[src/rtl/dbg_port_pkg.sv]
package dbg_port_pkg;

  typedef struct packed {
    logic shiftEn;
    logic loadEn;
    logic wordDone;
    logic ctrlLd;
  } portStrb_t;

endpackage

[src/rtl/dbg_port_ctrl.sv]
module dbg_port_ctrl
  import dbg_port_pkg::*;
#(
  parameter int WORD_W      = 35,
  parameter int TAG_W       = 3,
  parameter int SYNC_STAGES = 2,
  parameter logic [TAG_W-1:0] CTRL_TAG = 3'b111
) (
  input  logic             clk,
  input  logic             rstN,
  input  logic             clkSel,
  input  logic             dbgClk,
  input  logic             serEn,
  input  logic             cpuWrEn,
  input  logic             cpuRdEn,
  input  logic [TAG_W-1:0] nextTag,
  input  logic             freezeIn,
  output portStrb_t        strb,
  output logic             wordReady,
  output logic [1:0]       frzStatus
);

  localparam int CNT_W = $clog2(WORD_W);
  localparam logic [CNT_W-1:0] LAST_BIT = CNT_W'(WORD_W - 1);

  logic [SYNC_STAGES:0] dbgPipe;
  logic                 dbgRise;
  logic                 tick;
  logic [CNT_W-1:0]     bitCnt;
  logic                 lastBit;

  always_ff @(posedge clk) begin
    if (!rstN) dbgPipe <= '0;
    else       dbgPipe <= {dbgPipe[SYNC_STAGES-1:0], dbgClk};
  end

  assign dbgRise = dbgPipe[SYNC_STAGES-1] & ~dbgPipe[SYNC_STAGES];

  always_comb begin
    tick = 1'b0;
    if (serEn) tick = clkSel ? 1'b1 : dbgRise;
  end

  assign lastBit = (bitCnt == LAST_BIT);

  always_comb begin
    strb          = '0;
    strb.loadEn   = cpuWrEn;
    strb.shiftEn  = tick & ~cpuWrEn;
    strb.wordDone = strb.shiftEn & lastBit;
    strb.ctrlLd   = strb.wordDone & (nextTag == CTRL_TAG);
  end

  always_ff @(posedge clk) begin
    if (!rstN) begin
      bitCnt <= '0;
    end else if (strb.loadEn || strb.wordDone) begin
      bitCnt <= '0;
    end else if (strb.shiftEn) begin
      bitCnt <= bitCnt + 1'b1;
    end
  end

  always_ff @(posedge clk) begin
    if (!rstN) begin
      wordReady <= 1'b0;
    end else if (strb.loadEn) begin
      wordReady <= 1'b0;
    end else if (strb.wordDone) begin
      wordReady <= ~strb.ctrlLd;
    end else if (cpuRdEn) begin
      wordReady <= 1'b0;
    end
  end

  always_ff @(posedge clk) begin
    if (!rstN) frzStatus <= 2'b00;
    else       frzStatus <= freezeIn ? 2'b11 : 2'b00;
  end


  rd_clears_ready_chk: assert property (@(posedge clk) disable iff (!rstN)
    (cpuRdEn && !strb.wordDone) |=> !wordReady);


  load_clears_ready_chk: assert property (@(posedge clk) disable iff (!rstN)
    strb.loadEn |=> (!wordReady && bitCnt == '0));


  load_beats_tick_chk: assert property (@(posedge clk) disable iff (!rstN)
    cpuWrEn |-> !strb.shiftEn);


  done_beats_read_chk: assert property (@(posedge clk) disable iff (!rstN)
    (strb.wordDone && !strb.ctrlLd) |=> wordReady);


  cnt_range_chk: assert property (@(posedge clk) disable iff (!rstN)
    bitCnt <= LAST_BIT);


  frz_on_chk: assert property (@(posedge clk) disable iff (!rstN)
    freezeIn |=> frzStatus == 2'b11);

endmodule

[src/rtl/dbg_port_dpath.sv]
module dbg_port_dpath
  import dbg_port_pkg::*;
#(
  parameter int WORD_W = 35,
  parameter int TAG_W  = 3,
  parameter int CTRL_W = 9,
  parameter logic [TAG_W-1:0] DATA_TAG = 3'b001
) (
  input  logic                    clk,
  input  logic                    rstN,
  input  portStrb_t               strb,
  input  logic                    serIn,
  input  logic [WORD_W-TAG_W-1:0] cpuWrData,
  output logic                    serOut,
  output logic [WORD_W-TAG_W-1:0] cpuRdData,
  output logic [TAG_W-1:0]        wordTag,
  output logic [TAG_W-1:0]        nextTag,
  output logic [CTRL_W-1:0]       ctrlBits
);

  localparam int PAY_W = WORD_W - TAG_W;

  logic [WORD_W-1:0] shiftReg;
  logic [WORD_W-1:0] shiftNext;
  logic [CTRL_W-1:0] ctrlReg;

  assign shiftNext = {shiftReg[WORD_W-2:0], serIn};
  assign nextTag   = shiftNext[WORD_W-1 -: TAG_W];

  always_ff @(posedge clk) begin
    if (!rstN) begin
      shiftReg <= '0;
    end else if (strb.loadEn) begin
      shiftReg <= {DATA_TAG, cpuWrData};
    end else if (strb.shiftEn) begin
      shiftReg <= shiftNext;
    end
  end

  always_ff @(posedge clk) begin
    if (!rstN) begin
      ctrlReg <= '0;
    end else if (strb.ctrlLd) begin
      ctrlReg <= shiftNext[CTRL_W-1:0];
    end
  end

  assign serOut    = shiftReg[WORD_W-1];
  assign cpuRdData = shiftReg[PAY_W-1:0];
  assign wordTag   = shiftReg[WORD_W-1 -: TAG_W];
  assign ctrlBits  = ctrlReg;


  lsb_entry_chk: assert property (@(posedge clk) disable iff (!rstN)
    strb.shiftEn |=> shiftReg[0] == $past(serIn));


  ctrl_hold_chk: assert property (@(posedge clk) disable iff (!rstN)
    !strb.ctrlLd |=> $stable(ctrlReg));


  load_word_chk: assert property (@(posedge clk) disable iff (!rstN)
    strb.loadEn |=> shiftReg == {DATA_TAG, $past(cpuWrData)});

endmodule

[src/rtl/dbg_shift_port.sv]
module dbg_shift_port
  import dbg_port_pkg::*;
#(
  parameter int WORD_W      = 35,
  parameter int TAG_W       = 3,
  parameter int TRAP_N      = 6,
  parameter int BRK_N       = 2,
  parameter int SYNC_STAGES = 2,
  parameter logic [TAG_W-1:0] CTRL_TAG = 3'b111,
  parameter logic [TAG_W-1:0] DATA_TAG = 3'b001
) (
  input  logic                    clk,
  input  logic                    rstN,
  input  logic                    clkSel,
  input  logic                    dbgClk,
  input  logic                    serEn,
  input  logic                    serIn,
  output logic                    serOut,
  input  logic                    cpuRdEn,
  output logic [WORD_W-TAG_W-1:0] cpuRdData,
  output logic [TAG_W-1:0]        wordTag,
  output logic                    wordReady,
  input  logic                    cpuWrEn,
  input  logic [WORD_W-TAG_W-1:0] cpuWrData,
  output logic [TRAP_N-1:0]       trapEn,
  output logic [BRK_N-1:0]        brkOut,
  output logic                    syncOut,
  input  logic                    freezeIn,
  output logic [1:0]              frzStatus
);

  localparam int CTRL_W = TRAP_N + BRK_N + 1;

  portStrb_t         strb;
  logic [TAG_W-1:0]  nextTag;
  logic [CTRL_W-1:0] ctrlBits;

  dbg_port_ctrl #(
    .WORD_W(WORD_W), .TAG_W(TAG_W), .SYNC_STAGES(SYNC_STAGES), .CTRL_TAG(CTRL_TAG)
  ) ctrl_i (
    .clk(clk), .rstN(rstN), .clkSel(clkSel), .dbgClk(dbgClk), .serEn(serEn),
    .cpuWrEn(cpuWrEn), .cpuRdEn(cpuRdEn), .nextTag(nextTag), .freezeIn(freezeIn),
    .strb(strb), .wordReady(wordReady), .frzStatus(frzStatus)
  );

  dbg_port_dpath #(
    .WORD_W(WORD_W), .TAG_W(TAG_W), .CTRL_W(CTRL_W), .DATA_TAG(DATA_TAG)
  ) dpath_i (
    .clk(clk), .rstN(rstN), .strb(strb), .serIn(serIn), .cpuWrData(cpuWrData),
    .serOut(serOut), .cpuRdData(cpuRdData), .wordTag(wordTag), .nextTag(nextTag),
    .ctrlBits(ctrlBits)
  );

  for (genvar t = 0; t < TRAP_N; t++) begin : g_trap
    assign trapEn[t] = ctrlBits[t];
  end
  for (genvar b = 0; b < BRK_N; b++) begin : g_brk
    assign brkOut[b] = ctrlBits[TRAP_N + b];
  end
  assign syncOut = ctrlBits[CTRL_W-1];

endmodule

[config.mk]
export PLATFORM = sky130hd
export DESIGN_NAME = dbg_shift_port
export DESIGN_NICKNAME = d
export VERILOG_FILES = /design/src/rtl/dbg_port_pkg.sv /design/src/rtl/dbg_port_ctrl.sv /design/src/rtl/dbg_port_dpath.sv /design/src/rtl/dbg_shift_port.sv
export SDC_FILE = /design/constraint.sdc
export NUM_CORES = 1
export LEC_CHECK = 0
export CORE_MARGIN = 5
export CORE_UTILIZATION = 28
export CTS_CLUSTER_DIAMETER = 80
export CTS_CLUSTER_SIZE = 40
export DETAILED_ROUTE_END_ITERATION = 16
export DONT_BUFFER_PORTS = 1
export PLACE_DENSITY = 0.52
export SLEW_MARGIN = 40
export SYNTH_ARGS = -nofsm -noshare
export SYNTH_HDL_FRONTEND = slang
export SYNTH_HIERARCHICAL = 1
export SYNTH_SLANG_ARGS = --single-unit
[constraint.sdc]
create_clock -name clk -period 1.6 [get_ports clk]
set_input_delay 0.08 -clock clk [delete_from_list [all_inputs] [get_ports clk]]
set_output_delay 0.08 -clock clk [all_outputs]
set_load 0.01 [all_outputs]
==> out/summary.txt, run 1 <==
Worst EP required: 1810 ps
antenna cells: 0
GPL Wtd Cong: 0.742
TritonCTS clock tree: done
Hold Violations, Final: 0
Synth Instances: 242
Max FO, Critical Path: 7
H-tree levels: 2
RSZ-0062 raised after global routing: true
Hold Crit Start: cpuWrData[28]
Fillers: 980
DRC viols: 0
Worst Tran Pin Value: 285 ps
maximum clock frequency: 640 MHz
Max IR drop VDD: 391 uV
via count: 1867
CTS Buffer Depth: 2
pwr dens: 812 mW/mm^2
Setup Fix Bufs, Post-CTS: 0
DR pass1 iterations: 4
fin crit share: 97.6%
fin cells: 401
clk root buf: clkbuf_8
yosys warns: 6
largest net degree at the start of global routing: 67
flop2flop setup slack: 40 ps
Pleak: 1.50 nW
Global Route Usage Sum: 10.3%
CTS buffer count: 5
Slew Limit Fails: 0
multi-input logic area: 0.00148 sq mm
area grow syn2layout: 22.2%
Setup crit end kind: register
Final Net Count: 310
ratio of cells with drive above 1 in the final layout: 23.1%
FF-to-FF End: dpath_i/shiftReg[9]
first-pass GRT wire length: 9.75 mm
Hold Slack: 17.9 ps
final core occ: 34.7%
Relative slew margins: 81.0%
Setup crit start kind: register
core area: 0.00964 sq mm
critical setup path kind: reg -> reg
CP Cell Sequence: nor2b_4 > o21ai_4 > clkinv_4 > clkbuf_16 > mux2_4 > o211a_1
Clock Skew: 5.20 ps
DR vias/cell: 4.66
FF-to-FF Start: ctrl_i/dbgPipe[1]
Worst Hold End: dpath_i/shiftReg[28]
critical path data arrival time: 1770 ps
outcome: completed
clock latency on the worst-skew pair: 310 ps
Post-DP Area: 0.00284 sq mm
syn_nets: 285
slowest cell delay on critical path: 330 ps
synthesized area: 0.00274 sq mm
DIE AREA: 0.0119 sq mm
Mean Syn Cell Area: 11.3 sq um
I/O pin total: 89
Register Area: 0.00110 sq mm
standard-cell rows: 36
antenna violations before repair: 0
Reg clk slew, reported paths: 110 ps
final instance area: 0.00335 sq mm
Starting Density: 28.4%
min Tclk post-route: 1560 ps
global route total overflow: 0
Worst Hold Class: in -> reg
I/O Buffers: 0
Worst Hold Path Cells: 2
Die Y: 109 um
Final setup viols: 0
placed cell count: 360
routed wire length: 6.29 mm
Antenna Nets Post-Route: 0
DRT iter0 DRCs: 88
worst reg2reg path depth: 6
slowest stage cell, crit path: dfxtp_2
max capacitance violation total: 0
clock sink count: 55
wire per inst: 15.7 um
vias in the first global route: 1932
hpwl dp: 4.06 mm
Chip Width: 109 um
==> worst max path at each step <==
stage / to / slack, ps / startpoint
floorplan: dpath_i/shiftReg[10] / 40 / ctrl_i/dbgPipe[1]
global placement: dpath_i/ctrlBits[0] / 100 / ctrl_i/dbgPipe[1]
detailed placement: dpath_i/shiftReg[31] / 80 / ctrl_i/dbgPipe[1]
CTS: dpath_i/shiftReg[31] / 70 / ctrl_i/dbgPipe[1]
global route: dpath_i/shiftReg[9] / -20 / ctrl_i/dbgPipe[1]
finish: dpath_i/shiftReg[9] / 40 / ctrl_i/dbgPipe[1]
==> area by class of cell <==
type,instances,area share [%]
Timing Repair Buffer,41,14.6
Multi-Input combinational cell,161,44.2
Tap cell,133,4.97
Clock buffer,5,2.05
Clock inverter,3,0.747
Sequential cell,55,32.9
Inverter,3,0.486
==> cells in the final DEF (no fill, tap or decap), drive strengths merged, types with 2 or more instances in the layout <==
cell         instances
dlygate4sd3         29
clkbuf               7
nand2b              34
mux2                33
xor2                 2
ha                   2
nor2                 4
nor2b               12
a21oi                4
o211a               32
inv                  2
mux2i               11
clkinv               3
o21ai                3
nand2                3
nor3                 2
nand3                5
buf                 10
dfxtp               55
and3                 2
and2                 5
==> what timing repair did <==
item | CTS | global route
gates resized for setup | 0 | 7
setup endpoints to repair | 0 | 19
hold endpoints to repair | 49 | 0
hold buffers | 31 | 0
==> flip-flops by register name, indices dropped and copies added, names as in the netlist <==
name	flops
dpath_i/shiftReg	35
dpath_i/ctrlBits	9
ctrl_i/frzStatus	1
ctrl_i/bitCnt	6
ctrl_i/wordReady	1
ctrl_i/dbgPipe	3
==> stage by stage <==
step / power, mW / worst slack (ps) / setup TNS [ps]
after global placement: 1.83 / 104 / 0
after detailed placement: 1.83 / 80.1 / 0
after global routing: 2.88 / -24.0 / -322
after CTS: 2.78 / 67.0 / 0
after floorplan: 1.83 / 43.7 / 0
final: 2.72 / 38.1 / 0
==> routing by layer <==
layer,up-vias,global-route usage (%),wire length [um]
li1,904,-,-
met1,893,13.0,2840
met2,65,16.6,2820
met3,5,3.85,570
met4,0,2.98,61
met5,-,0,0
==> worst max-delay path: cells and delay by family (launching register included) <==
kind | cells | cell delay [ps]
compound gates | 2 | 370
buf+inv | 2 | 340
flops | 1 | 330
mux | 1 | 290
simple gates | 1 | 130
==> where the power goes <==
| group | switching, mW | leakage, nW | internal [mW] | total, mW |
|---|---|---|---|---|
| Combinational | 0.133 | 1.00 | 0.253 | 0.387 |
| Sequential | 0.0983 | 0.453 | 1.44 | 1.53 |
| Clock | 0.483 | 0.0443 | 0.314 | 0.798 |
| Total | 0.715 | 1.50 | 2.00 | 2.72 |
No activity file was read; power rests on OpenSTA's default activity.
==> run 2: changes to the inputs <==
--- a/config.mk
+++ b/config.mk
@@ -5,6 +5,7 @@
 export SDC_FILE = /design/constraint.sdc
 export NUM_CORES = 1
 export LEC_CHECK = 0
+export CORE_ASPECT_RATIO = 1.25
 export CORE_MARGIN = 5
 export CORE_UTILIZATION = 28
 export CTS_CLUSTER_DIAMETER = 80
==> run 2 against run 1 <==
Setup slack lost 19 ps. Total power rose by 21%. Final cell count decreased by 7.0%. Critical path type unchanged. First-iteration DRC count decreased by 44%. Clock power up 77%. Core utilization decreased by 1.3 points. Largest power group unchanged.
==> out/summary.txt, run 2 (synthesis results as in run 1) <==
fin crit share: 98.8%
Final setup viols: 0
Starting Density: 28.5%
Chip Width: 98.5 um
critical path data arrival time: 1770 ps
Final WS setup: 19.2 ps
Clock Skew: 2.70 ps
number of flip-flops in the largest register: 35
met2 WL: 3.16 mm
area grow syn2layout: 17.3%
Post-DP Area: 0.00283 sq mm
pwr dens: 1030 mW/mm^2
Max IR drop VDD: 426 uV
vias in the first global route: 1859
Relative slew margins: 77.9%
worst reg2reg path depth: 7
Worst EP required: 1790 ps
critical setup path kind: reg -> reg
placed cell count: 352
routed wl met3: 546 um
total power: 3.30 mW
DIE AREA: 0.0119 sq mm
antenna cells: 0
Final Net Count: 289
Hold Violations, Final: 0
Worst Hold Class: in -> reg
min Tclk post-route: 1580 ps
most common cell after layout, fill and taps aside: dfxtp_1
TritonCTS clock tree: done
pre-CTS setup slack: 48.4 ps
DRC viols: 0
ratio of cells with drive above 1 in the final layout: 25.5%
Setup crit end kind: register
largest net degree at the start of global routing: 61
clock latency on the worst-skew pair: 290 ps
first-pass GRT wire length: 10.1 mm
Global Route Usage Sum: 10.6%
clock sink count: 55
final instance area: 0.00321 sq mm
clk root buf: clkbuf_16
Reg clk slew, reported paths: 70 ps
H-tree levels: 2
standard-cell rows: 40
DRT iter0 DRCs: 49
core area: 0.00961 sq mm
highest routed layer: met4
commonest cells after routing, fill and taps aside: 54 x dfxtp_1, 34 x nand2b_1, 32 x o211a_1
max capacitance violation total: 0
routed wire length: 6.50 mm
CTS buffer count: 5
DR vias/cell: 4.70
largest register by flop count: dpath_i/shiftReg
Pleak: 1.44 nW
Worst Hold Path Cells: 2
Setup crit start kind: register
Max FO, Critical Path: 8
hpwl dp: 4.05 mm
fin cells: 373
Antenna Nets Post-Route: 0
global route total overflow: 0
via count: 1753
Die Y: 121 um
outcome: completed
I/O pin total: 89
Worst Tran Pin Value: 330 ps
DR pass1 iterations: 4
CTS Buffer Depth: 2
wire per inst: 17.4 um
GPL Wtd Cong: 0.739
antenna violations before repair: 0
WL met1: 2.72 mm
maximum clock frequency: 633 MHz
final core occ: 33.5%
RSZ-0062 raised after global routing: true
Hold Slack: 17.5 ps
Setup TNS: 0 ps
I/O Buffers: 0
Slew Limit Fails: 0
## run 2: cell count changes in the layout (fill, tap and decap cells not counted), sizes merged
| cell | previous run | this run |
|---|---|---|
| buf | 10 | 13 |
| bufinv | 0 | 2 |
| clkbuf | 7 | 6 |
| clkinv | 3 | 0 |
| dlygate4sd3 | 29 | 6 |
| inv | 2 | 3 |
## run 2: area by class of cell
cell class	instances	area [sq um]
Clock inverter	3	67.6
Multi-Input combinational cell	161	1470
Clock buffer	5	125
Timing Repair Buffer	20	278
Sequential cell	55	1100
Inverter	3	13.8
Tap cell	126	158
Fill cell	995	6390
## run 2: worst paths after layout
kind / start / to / slack [ps]
max reg2reg: ctrl_i/dbgPipe[1] / dpath_i/shiftReg[14] / 20
max: ctrl_i/dbgPipe[1] / dpath_i/shiftReg[14] / 20
min: cpuWrData[25] / dpath_i/shiftReg[25] / 20
min reg2reg: ctrl_i/dbgPipe[0] / ctrl_i/dbgPipe[1] / 450
## run 2: routing by layer
layer,vias to the layer above,GRT usage (%)
met5,-,0
met4,0,3.16
met3,5,4.33
met2,56,17.6
met1,835,12.6
li1,857,-
## run 2: what timing repair did
action / CTS / global route
hold buffers: 8 / 0
endpoints found under the setup margin: 0 / 28
buffers inserted: 0 / 4
endpoints found under the hold margin: 49 / 0
gates resized for setup: 0 / 5
## run 2: power by group
part           total (mW)  leakage, nW  switching, mW  internal, mW
registers            1.53        0.453         0.0959          1.44
logic               0.357        0.901          0.134         0.222
clock network        1.41       0.0900          0.512         0.897
## run 2: worst max-delay path: stages (launching register included)
cell and delay, ps:
dfxtp_2 330, nor2b_4 190, o21ai_4 80, inv_4 110
buf_12 130, buf_12 140, mux2_4 300, o211a_1 200
==> run 3: changes to the inputs <==
==> constraint.sdc (replaced) <==
create_clock -name clk -period 1.37 [get_ports clk]
set_input_delay 0.0685 -clock clk [delete_from_list [all_inputs] [get_ports clk]]
set_output_delay 0.0685 -clock clk [all_outputs]
set_load 0.01 [all_outputs]
==> run 3 against run 2 <==
The flow now finishes with violations (hold timing, setup timing). Sequential power grew 17%. Clock skew increased by 2.4 ps. Total power is 3.8% higher. Sequential share of layout area about the same. Die area stayed put. Register-to-register slack lost 160 ps. Design area rose by 0.58%. Via count is 2.6% higher. Setup slack got worse by 160 ps.
==> out/summary.txt, run 3 (synthesis results as in run 1) <==
outcome: finished with violations
failing checks: hold timing, setup timing
Pleak: 1.49 nW
area grow syn2layout: 17.9%
CTS Hold Buffers Added: 6
Comb pwr share: 11.5%
Relative slew margins: 76.6%
Reg clk slew, reported paths: 70 ps
Sw Pwr: 0.814 mW
largest net degree at the start of global routing: 69
most common cell after layout, fill and taps aside: dfxtp_1
pwr dens: 1060 mW/mm^2
Final setup viols: 45
Die Y: 121 um
Setup crit start kind: register
Clk network pwr share: 36.3%
Hold Slack: -53.8 ps
commonest cells after routing, fill and taps aside: 50 x dfxtp_1, 34 x nand2b_1, 32 x mux2_4, 32 x o211a_1, 13 x buf_4
Final Net Count: 296
Setup TNS: -4280 ps
worst reg2reg path depth: 7
vias in the first global route: 1866
DR vias/cell: 4.73
CTS buffer count: 5
antenna cells: 0
ratio of cells with drive above 1 in the final layout: 31.5%
number of flip-flops in the largest register: 35
Seq pwr share: 52.2%
DRC viols: 0
critical setup path kind: reg -> reg
CTS Buffer Depth: 2
core area: 0.00961 sq mm
I/O pin total: 89
Final WS setup: -136 ps
GPL Wtd Cong: 0.724
routed wire length: 6.31 mm
standard-cell rows: 40
fin crit share: 110%
Worst Tran Pin Value: 351 ps
first-pass GRT wire length: 10.1 mm
Global Route Usage Sum: 10.5%
Setup crit end kind: register
Max FO, Critical Path: 5
clock latency on the worst-skew pair: 290 ps
clk root buf: clkbuf_16
switching share of total power: 23.8%
Worst Hold Path Cells: 1
H-tree levels: 2
largest register by flop count: dpath_i/shiftReg
hpwl dp: 4.25 mm
final core occ: 33.6%
maximum clock frequency: 664 MHz
Worst Hold Class: in -> reg
DR pass1 iterations: 4
total power: 3.42 mW
Slew Limit Fails: 0
Antenna Nets Post-Route: 0
clock sink count: 55
critical path data arrival time: 1690 ps
max capacitance violation total: 0
antenna violations before repair: 0
DIE AREA: 0.0119 sq mm
Max IR drop VDD: 484 uV
wire per inst: 16.6 um
Starting Density: 28.5%
I/O Buffers: 0
Chip Width: 98.5 um
Hold Violations, Final: 22
Pint: 2.61 mW
TritonCTS clock tree: done
Clock Skew: 5.12 ps
global route total overflow: 0
min Tclk post-route: 1510 ps
DRT iter0 DRCs: 45
RSZ-0062 raised after global routing: true
via count: 1798
Worst EP required: 1550 ps
## run 3: worst paths after layout
kind / start / end / slack, ps
worst max-delay path: ctrl_i/dbgPipe[1] / dpath_i/ctrlBits[0] / -140
worst min register to register: ctrl_i/dbgPipe[0] / ctrl_i/dbgPipe[1] / 460
worst min-delay path: cpuWrEn / dpath_i/shiftReg[1] / -50
worst max register to register: ctrl_i/dbgPipe[1] / dpath_i/ctrlBits[0] / -140
## run 3: critical path: stages, from the launching register on
cell	delay (ps)
dfxtp_2	320
nor2b_4	170
o21ai_4	80
buf_6	140
nor3_4	230
buf_6	180
mux2i_2	210
nor2b_1	70
## run 3: area by class of cell
cell class / instances / area (sq um)
Clock buffer: 5 / 125
Clock inverter: 3 / 15.0
Fill cell: 1002 / 6380
Inverter: 3 / 13.8
Multi-Input combinational cell: 161 / 1520
Sequential cell: 55 / 1110
Tap cell: 126 / 158
Timing Repair Buffer: 27 / 293
## run 3: layer usage
layer	track usage, %	share of wire [%]	vias to the layer above
li1	-	-	869
met4	3.07	1.3	0
met5	0	0	-
met1	12.5	42	866
met2	17.8	49	57
met3	3.87	7.0	6
## run 3: repair_timing
action,in CTS,in global routing
endpoints found under the hold margin,49,33
resized for setup,20,5
gates cloned,1,1
pin swaps,3,1
setup buffers,4,1
endpoints found under the setup margin,43,46
## run 3: metrics by stage
step	cells	setup slack [ps]	hold WS (ps)	cell area, sq um
final	380	-136	-53.8	3230
after global routing	380	-244	-88.9	3230
after CTS	380	-160	-93.0	3230
after detailed placement	361	-199	200	2900
after global placement	361	-155	197	2900
after floorplan	242	-186	190	2750
## run 3: power groups by stage
| stage | clock [mW] | sequential (mW) | combinational (mW) |
|---|---|---|---|
| 6_report | 1.24 | 1.79 | 0.393 |
| 3_3_place_gp | 0 | 1.83 | 0.321 |
| 5_1_grt | 1.36 | 1.80 | 0.428 |
| 3_5_place_dp | 0 | 1.83 | 0.329 |
| 2_1_floorplan | 0 | 1.80 | 0.337 |
| 4_1_cts | 1.31 | 1.79 | 0.388 |
